===== src/rtl/uart_ovs_pkg.sv =====
package uart_ovs_pkg;

    localparam int WORD_W = 9;

    typedef enum logic {
        ST_IDLE = 1'b0,
        ST_RUN  = 1'b1
    } rx_st_e;

    typedef struct packed {
        logic [WORD_W-1:0] data;
        logic              noise;
        logic              perr;
        logic              ferr;
    } frame_t;

    function automatic logic vote3(input logic [2:0] s);
        return (s[0] & s[1]) | (s[1] & s[2]) | (s[0] & s[2]);
    endfunction

    function automatic logic disagree3(input logic [2:0] s);
        return (|s) & ~(&s);
    endfunction

    // top received bit is the parity bit; compare with the fold of the bits below it
    function automatic logic parity_bad(input logic [WORD_W-1:0] w,
                                        input logic w9, input logic odd);
        logic [WORD_W-2:0] d;
        logic              p;
        if (w9) begin
            d = w[WORD_W-2:0];
            p = w[WORD_W-1];
        end else begin
            d = {1'b0, w[WORD_W-3:0]};
            p = w[WORD_W-2];
        end
        return p != ((^d) ^ odd);
    endfunction

endpackage


===== src/rtl/uart_rx_sync.sv =====
module uart_rx_sync #(
    parameter int STAGES = 2
) (
    input  logic clk,
    input  logic rst,
    input  logic d,
    output logic q
);
    logic [STAGES-1:0] ff;

    always_ff @(posedge clk) begin
        if (rst) ff <= '1;
        else     ff <= {ff[STAGES-2:0], d};
    end

    assign q = ff[STAGES-1];
endmodule


===== src/rtl/uart_rx_framer.sv =====
module uart_rx_framer
    import uart_ovs_pkg::*;
#(
    parameter int OVS = 16
) (
    input  logic   clk,
    input  logic   rst,
    input  logic   tick,
    input  logic   rxs,
    input  logic   enable,
    input  logic   par_en,
    input  logic   par_odd,
    input  logic   word9,
    input  logic   stop2,
    output logic   frm_valid,
    output frame_t frm_q
);
    localparam int              CW    = $clog2(OVS);
    localparam logic [CW-1:0]   S_MID = CW'(OVS/2 - 1);
    localparam logic [CW-1:0]   S_LO  = CW'(OVS/2 - 2);
    localparam logic [CW-1:0]   S_HI  = CW'(OVS/2);
    localparam logic [CW-1:0]   S_END = CW'(OVS - 1);

    rx_st_e            st;
    logic [CW-1:0]     cnt;
    logic [3:0]        bidx;
    logic [1:0]        smp;
    logic [WORD_W-1:0] sh;
    logic              noise_acc, ferr_acc;
    logic              c_w9, c_pe, c_po, c_s2;

    logic              v, nz;
    logic [3:0]        nbits, last_idx;
    logic [WORD_W-1:0] word_al;

    always_comb begin
        v        = vote3({rxs, smp});
        nz       = disagree3({rxs, smp});
        nbits    = c_w9 ? 4'd9 : 4'd8;
        last_idx = nbits + (c_s2 ? 4'd2 : 4'd1);
        word_al  = c_w9 ? sh : {1'b0, sh[WORD_W-2:0]};
    end

    always_ff @(posedge clk) begin
        frm_valid <= 1'b0;
        if (rst) begin
            st        <= ST_IDLE;
            cnt       <= '0;
            bidx      <= '0;
            smp       <= '0;
            sh        <= '0;
            noise_acc <= 1'b0;
            ferr_acc  <= 1'b0;
            c_w9      <= 1'b0;
            c_pe      <= 1'b0;
            c_po      <= 1'b0;
            c_s2      <= 1'b0;
            frm_q     <= '0;
        end else if (!enable) begin
            st <= ST_IDLE;
        end else if (tick) begin
            case (st)
                ST_IDLE: begin
                    if (!rxs) begin
                        st        <= ST_RUN;
                        cnt       <= CW'(1);
                        bidx      <= '0;
                        noise_acc <= 1'b0;
                        ferr_acc  <= 1'b0;
                        c_w9      <= word9;
                        c_pe      <= par_en;
                        c_po      <= par_odd;
                        c_s2      <= stop2;
                    end
                end
                ST_RUN: begin
                    cnt <= (cnt == S_END) ? '0 : cnt + CW'(1);
                    if (cnt == S_LO)  smp[0] <= rxs;
                    if (cnt == S_MID) smp[1] <= rxs;
                    if (cnt == S_HI) begin
                        bidx      <= bidx + 4'd1;
                        noise_acc <= noise_acc | nz;
                        if (bidx == 4'd0) begin
                            if (v) st <= ST_IDLE;
                        end else if (bidx <= nbits) begin
                            for (int i = 0; i < WORD_W; i++)
                                if (bidx == 4'(i + 1)) sh[i] <= v;
                        end else begin
                            ferr_acc <= ferr_acc | ~v;
                            if (bidx == last_idx) begin
                                st          <= ST_IDLE;
                                frm_valid   <= 1'b1;
                                frm_q.data  <= word_al;
                                frm_q.noise <= noise_acc | nz;
                                frm_q.ferr  <= ferr_acc | ~v;
                                frm_q.perr  <= c_pe & parity_bad(word_al, c_w9, c_po);
                            end
                        end
                    end
                end
                default: st <= ST_IDLE;
            endcase
        end
    end
endmodule


===== src/rtl/uart_rx_status.sv =====
module uart_rx_status
    import uart_ovs_pkg::*;
(
    input  logic              clk,
    input  logic              rst,
    input  logic              frm_valid,
    input  frame_t            frm,
    input  logic              stat_rd,
    input  logic              data_rd,
    input  logic              full_irq_en,
    input  logic              par_irq_en,
    output logic [WORD_W-1:0] rx_data,
    output logic              buf_full,
    output logic              err_noise,
    output logic              err_parity,
    output logic              err_frame,
    output logic              err_overrun,
    output logic              irq_full,
    output logic              irq_parity
);
    logic armed, clr, store, drop;

    always_comb begin
        clr   = data_rd & armed;
        store = frm_valid & (~buf_full | data_rd);
        drop  = frm_valid & buf_full & ~data_rd;
    end

    always_ff @(posedge clk) begin
        if (rst) begin
            armed       <= 1'b0;
            rx_data     <= '0;
            buf_full    <= 1'b0;
            err_noise   <= 1'b0;
            err_parity  <= 1'b0;
            err_frame   <= 1'b0;
            err_overrun <= 1'b0;
        end else begin
            if (stat_rd)      armed <= 1'b1;
            else if (data_rd) armed <= 1'b0;

            if (store) begin
                rx_data  <= frm.data;
                buf_full <= 1'b1;
            end else if (data_rd) begin
                buf_full <= 1'b0;
            end

            err_noise   <= (err_noise   & ~clr) | (store & frm.noise);
            err_parity  <= (err_parity  & ~clr) | (store & frm.perr);
            err_frame   <= (err_frame   & ~clr) | (store & frm.ferr);
            err_overrun <= (err_overrun & ~clr) | drop;
        end
    end

    assign irq_full   = buf_full & full_irq_en;
    assign irq_parity = err_parity & par_irq_en;
endmodule


===== src/rtl/uart_ovs_rx.sv =====
module uart_ovs_rx
    import uart_ovs_pkg::*;
#(
    parameter int OVS_RATE    = 16,
    parameter int SYNC_STAGES = 2
) (
    input  logic       clk,
    input  logic       rst,
    input  logic       smp_tick,
    input  logic       rx_in,
    input  logic       rx_enable,
    input  logic       par_en,
    input  logic       par_odd,
    input  logic       word9,
    input  logic       stop2,
    input  logic       stat_rd,
    input  logic       data_rd,
    input  logic       full_irq_en,
    input  logic       par_irq_en,
    output logic [8:0] rx_data,
    output logic       buf_full,
    output logic       err_noise,
    output logic       err_parity,
    output logic       err_frame,
    output logic       err_overrun,
    output logic       irq_full,
    output logic       irq_parity
);
    logic   rxs;
    logic   frm_valid;
    frame_t frm_q;

    uart_rx_sync #(.STAGES(SYNC_STAGES)) u_sync (
        .clk (clk),
        .rst (rst),
        .d   (rx_in),
        .q   (rxs)
    );

    uart_rx_framer #(.OVS(OVS_RATE)) u_framer (
        .clk       (clk),
        .rst       (rst),
        .tick      (smp_tick),
        .rxs       (rxs),
        .enable    (rx_enable),
        .par_en    (par_en),
        .par_odd   (par_odd),
        .word9     (word9),
        .stop2     (stop2),
        .frm_valid (frm_valid),
        .frm_q     (frm_q)
    );

    uart_rx_status u_status (
        .clk         (clk),
        .rst         (rst),
        .frm_valid   (frm_valid),
        .frm         (frm_q),
        .stat_rd     (stat_rd),
        .data_rd     (data_rd),
        .full_irq_en (full_irq_en),
        .par_irq_en  (par_irq_en),
        .rx_data     (rx_data),
        .buf_full    (buf_full),
        .err_noise   (err_noise),
        .err_parity  (err_parity),
        .err_frame   (err_frame),
        .err_overrun (err_overrun),
        .irq_full    (irq_full),
        .irq_parity  (irq_parity)
    );
endmodule


===== config.mk =====
export PLATFORM = sky130hd
export DESIGN_NAME = uart_ovs_rx
export DESIGN_NICKNAME = d
export VERILOG_FILES = /design/src/rtl/uart_ovs_pkg.sv /design/src/rtl/uart_rx_sync.sv /design/src/rtl/uart_rx_framer.sv /design/src/rtl/uart_rx_status.sv /design/src/rtl/uart_ovs_rx.sv
export SDC_FILE = /design/constraint.sdc
export NUM_CORES = 1
export LEC_CHECK = 0
export CAP_MARGIN = 10
export CORE_MARGIN = 3
export CORE_UTILIZATION = 30
export CTS_BUF_LIST = sky130_fd_sc_hd__clkbuf_4 sky130_fd_sc_hd__clkbuf_8
export DETAILED_ROUTE_END_ITERATION = 16
export SLEW_MARGIN = 25
export SYNTH_ARGS = -nofsm -noshare
export SYNTH_HDL_FRONTEND = slang
export SYNTH_SLANG_ARGS = --single-unit

===== constraint.sdc =====
create_clock -name clk -period 4.89 [get_ports clk]
set_input_delay 0.489 -clock clk [delete_from_list [all_inputs] [get_ports clk]]
set_output_delay 0.489 -clock clk [all_outputs]
set_load 0.01 [all_outputs]

==> flow_summary.json, run 1 <==
{
  "outcome": "completed",
  "first_pass_iters": 4,
  "async_reset_ff_frac": 0,
  "crit_required_ns": 5.06,
  "grt_pass1_vias": 1903,
  "pin_count": 29,
  "finalCriticalPeriod_ns": 2.44,
  "htreeDepth": 2,
  "clk_pin_slew_ns": 0.11,
  "fin_crit_sh": 0.499,
  "syn_nets": 301,
  "crit_fanout": 17,
  "power_leakage_nw": 1.02,
  "hp-class": "reg2reg",
  "antenna_found_initial": 0,
  "layout-drive-gt1-share": 0.0654,
  "yosysWarningCount": 0,
  "fin_tns_setup_ns": 0,
  "gp_congestion": 0.852,
  "clock-skew-final_ns": 0.0101,
  "drv_cap": 0,
  "drt_iter0_drc": 89,
  "cts-root-buf": "clkbuf_8",
  "mostFrequentLayoutCells": "56 x dfxtp_1, 42 x nor2_1, 37 x nand2_1",
  "rsz0062_at_grt": "false",
  "n_antenna_cell": 0,
  "ys_seq_area_frac": 0.449,
  "avgRoutedWirePerCell_um": 12.3,
  "critical_path.endpoint_type": "register",
  "synth_edf_count": 0,
  "postCtsSetupRepairBufs": 0,
  "overflow": 0,
  "synth_top_family_by_area": "simple AND/OR/NAND/NOR gates",
  "drc_errors": 0,
  "layout_commonest_cell": "dfxtp_1",
  "synthSimpleGateAreaFrac": 0.228,
  "maxSlewViolCount": 0,
  "clockBufferDepth": 2,
  "cts-buffers-inserted": 5,
  "cp.arrival_ns": 2.62,
  "dieArea_um2": 9450,
  "synthAdderAreaFrac": 0.0491,
  "grt_pass1_wl_um": 8760,
  "initial_utilization": 0.316,
  "synth_cells": 279,
  "fin_total_pwr_w": 0.000753,
  "design.core.area_um2": 7890,
  "p_per_area_nw_per_um2": 256,
  "fmax_mhz": 410,
  "syn_area_per_cell_um2": 8.94,
  "cts_sinks": 56,
  "wl_um": 5010,
  "synth.mux.area_fraction": 0.0843,
  "tightest_slew_ns": 0.937,
  "syn_to_final_growth_pct": 18.0,
  "port_buffers": 28,
  "synth_area_um2": 2490,
  "synth-compound-area-share": 0.102,
  "clkLatencyLatePin_ns": 0.31,
  "die_h_um": 97.2,
  "finalHoldViolations": 0,
  "ir_worst_vdd_mv": 0.108,
  "crit_path_start_kind": "register",
  "synth-seq-cells": 56,
  "grt_usage": 0.110,
  "cts-resized-gates": 0,
  "vias_per_cell": 4.78,
  "synth_cell_types": 43,
  "finalSetupViolCount": 0,
  "synthXorXnorAreaFrac": 0.0441,
  "critPathKind": "reg2reg",
  "num_rows": 32,
  "cts_tree": "done",
  "vias": 1951,
  "grt_max_degree": 54,
  "die_w_um": 97.2,
  "dp.final_hpwl_um": 3590,
  "cts_hold_buf": 0,
  "fin_nets": 327,
  "ys.flop_type": "dfxtp_1",
  "postRouteAntennaNets": 0,
  "slew_headroom": 0.375
}
-- stage by stage --
| stage | setup slack, ns | cells | hold WS [ns] | utilization | area [µm²] |
|---|---|---|---|---|---|
| after global placement | 2.30 | 399 | 0.391 | 0.360 | 2840 |
| after global routing | 2.23 | 408 | 0.440 | 0.373 | 2940 |
| final | 2.45 | 408 | 0.418 | 0.373 | 2940 |
| after floorplan | 2.93 | 279 | 0.389 | - | 2490 |
| after detailed placement | 2.25 | 399 | 0.393 | 0.360 | 2840 |
| after CTS | 2.46 | 407 | 0.419 | 0.372 | 2940 |
-- worst paths after layout --
check / startpoint / endpoint / slack (ns) / cells after the start
worst min-delay path: u_sync.ff[0]$_SDFF_PP1_ / u_sync.ff[1]$_SDFF_PP1_ / 0.42 / 1
worst min register to register: u_sync.ff[0]$_SDFF_PP1_ / u_sync.ff[1]$_SDFF_PP1_ / 0.42 / 1
worst max register to register: u_framer.bidx[0]$_SDFFE_PP0P_ / u_framer.frm_q[9]$_SDFFE_PP0P_ / 2.45 / 6
worst max-delay path: u_framer.bidx[0]$_SDFFE_PP0P_ / u_framer.frm_q[9]$_SDFFE_PP0P_ / 2.45 / 6
-- layout make-up --
cell class	count	area, µm²
Inverter	14	52.6
Multi-Input combinational cell	199	1260
Timing Repair Buffer	29	283
Fill cell	805	4940
Sequential cell	56	1120
Clock buffer	5	68.8
Clock inverter	3	25.0
Tap cell	102	128
-- critical path, stage by stage, from the launching register on --
cell and delay [ns]:
dfxtp_1 0.49, inv_1 0.13, ha_1 0.31, nor4b_1 0.40, o211a_1 0.66, mux2i_1 0.26
nor2_1 0.06
-- routing by layer --
| layer | vias to the layer above | global-route usage | part of all wire | wire length [µm] |
|---|---|---|---|---|
| met3 | 2 | 0.0208 | 0.038 | 191 |
| met2 | 34 | 0.189 | 0.47 | 2380 |
| met4 | 0 | 0.0454 | 0.010 | 50 |
| met1 | 928 | 0.135 | 0.48 | 2390 |
| met5 | - | 0 | 0 | 0 |
| li1 | 987 | - | - | - |
-- flip-flops by register name (all words and copies together) (netlist names) --
signal                flops
u_framer.cnt              4
u_framer.ferr_acc         1
u_framer.c_po             1
u_status.err_parity       1
u_status.buf_full         1
u_framer.st               1
u_framer.c_pe             1
u_status.armed            1
u_status.err_noise        1
u_framer.c_w9             1
u_framer.smp              2
u_framer.bidx             4
u_framer.frm_valid        1
u_framer.c_s2             1
u_sync.ff                 2
u_framer.sh               9
u_status.err_frame        1
u_framer.noise_acc        1
u_framer.frm_q           12
u_status.err_overrun      1
u_status.rx_data          9
-- power by group --
group | internal [W] | switching [W] | total [W]
Sequential | 0.000458 | 0.00000202 | 0.000460
Combinational | 0.0000122 | 0.0000151 | 0.0000272
Clock | 0.000105 | 0.000161 | 0.000265
Total | 0.000575 | 0.000178 | 0.000753
-- logic make-up (layout without fill, tap and decap cells) --
logic type	count (synthesis)	after routing
xor gates and xnor gates	11	11
adders and majority gates	10	10
buffers and inverters	24	51
DFF	56	56
and+or+nand+nor	115	115
AOI/OAI and AO/OA	42	42
muxes	21	21
-- cell usage after synthesis (all sizes together) (4+ instances only) --
cell type / instances / area [µm²]
dfxtp: 56 / 1120
nor2: 43 / 164
nand2: 37 / 139
a21oi: 27 / 135
mux2i: 21 / 210
inv: 14 / 52.6
ha: 9 / 113
nand3: 9 / 57.6
clkbuf: 8 / 30.0
xnor2: 8 / 70.1
a22oi: 4 / 30.0
or2: 4 / 25.0
Power figures use the tool's default switching activity.
==> run 2, diff against run 1 <==
clock period = 2 ns   (was 4.89 ns; I/O delays follow)
==> run 2 against run 1 <==
  * Routed wire length increased by 2.6%
  * Critical path depth grew 1
  * Sequential power increased by 140%
  * Largest cell class unchanged
==> flow_summary.json, run 2 (same netlist as run 1, synthesis figures left out) <==
{
  "outcome": "completed",
  "port_buffers": 28,
  "tightest_slew_ns": 0.353,
  "fin_crit_sh": 0.923,
  "die_w_um": 97.2,
  "slew_headroom": 0.763,
  "hp-class": "in2reg",
  "min_to": "u_framer.sh[4]$_SDFFE_PP0P_",
  "hold_depth": 2,
  "rr_worst_depth": 7,
  "p_int_w": 0.00142,
  "design.core.area_um2": 7890,
  "r2r_start": "u_framer.bidx[0]$_SDFFE_PP0P_",
  "wl_um": 5140,
  "cts_hold_buf": 0,
  "pin_count": 29,
  "postCtsSetupRepairBufs": 0,
  "postRouteAntennaNets": 0,
  "vias": 1967,
  "clockBufferDepth": 2,
  "clockPowerShare": 0.345,
  "initial_utilization": 0.316,
  "num_rows": 32,
  "p_seq_frac": 0.613,
  "finalSetupViolCount": 0,
  "die_h_um": 97.2,
  "drt_iter0_drc": 96,
  "n_fill_cell": 783,
  "mostFrequentLayoutCells": "56 x dfxtp_1, 42 x nor2_1, 37 x nand2_1",
  "cts_tree": "done",
  "largest_reg_flops": 12,
  "crit_path_start_kind": "register",
  "clkLatencyLatePin_ns": 0.31,
  "cts-buffers-inserted": 5,
  "n_antenna_cell": 0,
  "overflow": 0,
  "regArea_um2": 1120,
  "first_pass_iters": 4,
  "critical_path.endpoint_type": "register",
  "cts-root-buf": "clkbuf_8",
  "p_switching_w": 0.000412,
  "reg_top3": "u_framer.frm_q x12, u_framer.sh x9, u_status.rx_data x9",
  "grt_pass1_vias": 1884,
  "avgRoutedWirePerCell_um": 12.1,
  "fmax_mhz": 542,
  "ir_worst_vdd_mv": 0.241,
  "layout-drive-gt1-share": 0.121,
  "cp.arrival_ns": 2.05,
  "layout_commonest_cell": "dfxtp_1",
  "holdCritStartpoint": "rst",
  "grt_pass1_wl_um": 8690,
  "maxSlewViolCount": 0,
  "fin_tns_setup_ns": 0,
  "finalHoldViolations": 0,
  "syn_to_final_growth_pct": 23.6,
  "fin_ws_ns": 0.155,
  "dieArea_um2": 9450,
  "gp_congestion": 0.835,
  "crit_fanout": 2,
  "vias_per_cell": 4.64,
  "rsz0062_at_grt": "false",
  "antenna_found_initial": 0,
  "dp.final_hpwl_um": 3810,
  "finalCriticalPeriod_ns": 1.85,
  "r2r_setup_slack_ns": 0.15,
  "htreeDepth": 2,
  "drv_cap": 0,
  "r2r-end": "u_framer.st$_SDFFE_PP0P_",
  "critPathKind": "reg2reg",
  "clk_pin_slew_ns": 0.10,
  "multi_input_area_um2": 1270,
  "fin_nets": 343,
  "power_leakage_nw": 1.11,
  "clock-skew-final_ns": 0.0101,
  "grt_usage": 0.112,
  "pre_cts_ws_ns": 0.0598,
  "combPwrFrac": 0.041,
  "grt_max_degree": 24,
  "cts_sinks": 56,
  "regMostFlops": "u_framer.frm_q",
  "drc_errors": 0,
  "finalHoldWorstSlack_ns": 0.258,
  "swShare": 0.225,
  "p_per_area_nw_per_um2": 594,
  "crit_required_ns": 2.21
}
## run 2: worst max-delay path, stage by stage (launching register included)
cell,delay (ns)
dfxtp_1,0.34
inv_1,0.06
ha_1,0.29
nor4b_2,0.31
o211ai_1,0.15
a2111o_1,0.37
a31oi_1,0.17
nor2_1,0.05
## run 2: cell type report
type / count / share of cell area
clock buffers: 6 / 0.0248
clock inverters: 2 / 0.00528
inverters: 14 / 0.0170
multi-input cells: 199 / 0.413
flip-flops and latches: 56 / 0.364
well taps: 102 / 0.0414
repair buffers: 45 / 0.135
## run 2: through the flow
step,instance area [µm²],std cells,utilization,total power [W]
after floorplan,2490,279,-,0.00118
after global placement,2980,416,0.378,0.00122
after detailed placement,2980,416,0.378,0.00122
after CTS,3070,424,0.390,0.00186
after global routing,3080,424,0.391,0.00190
final,3080,424,0.391,0.00183
## run 2: how the worst max path moves through the flow
stage                                  start                        endpoint  slack [ns]  cells past startpoint
3_3_place_gp   u_framer.bidx[0]$_SDFFE_PP0P_        u_framer.st$_SDFFE_PP0P_        0.15                      7
2_1_floorplan  u_framer.bidx[0]$_SDFFE_PP0P_        u_framer.st$_SDFFE_PP0P_        0.04                      7
6_report       u_framer.bidx[0]$_SDFFE_PP0P_        u_framer.st$_SDFFE_PP0P_        0.15                      7
3_5_place_dp    u_framer.cnt[0]$_SDFFE_PP0P_  u_framer.frm_q[0]$_SDFFE_PP0P_        0.06                      8
5_1_grt         u_framer.cnt[1]$_SDFFE_PP0P_  u_framer.frm_q[0]$_SDFFE_PP0P_        0.01                      8
4_1_cts         u_framer.cnt[0]$_SDFFE_PP0P_  u_framer.frm_q[0]$_SDFFE_PP0P_        0.03                      8
## run 2: what timing repair did
action	4_1_cts	5_1_grt
endpoints found under the setup margin	0	9
endpoints found under the hold margin	0	0
gates resized for setup	0	3
## run 2: layer usage
metal	vias to the layer above	part of all wire	global-route usage
met1	908	0.47	0.142
li1	1021	-	-
met4	0	0.023	0.0518
met2	32	0.47	0.182
met3	6	0.037	0.0244
met5	-	0	0
## run 2: power groups by stage
stage	Combinational, W	Sequential, W	Clock [W]
final	0.0000752	0.00112	0.000633
after global routing	0.0000837	0.00113	0.000694
after CTS	0.0000759	0.00112	0.000660
after detailed placement	0.0000752	0.00115	0
after global placement	0.0000753	0.00115	0
after floorplan	0.0000336	0.00115	0
==> run 3, diff against run 2 <==
HOLD_SLACK_MARGIN = 0.02   (was unset)
==> results of run 3 <==
Final layout, timing and power as in run 2 (identical DEF).
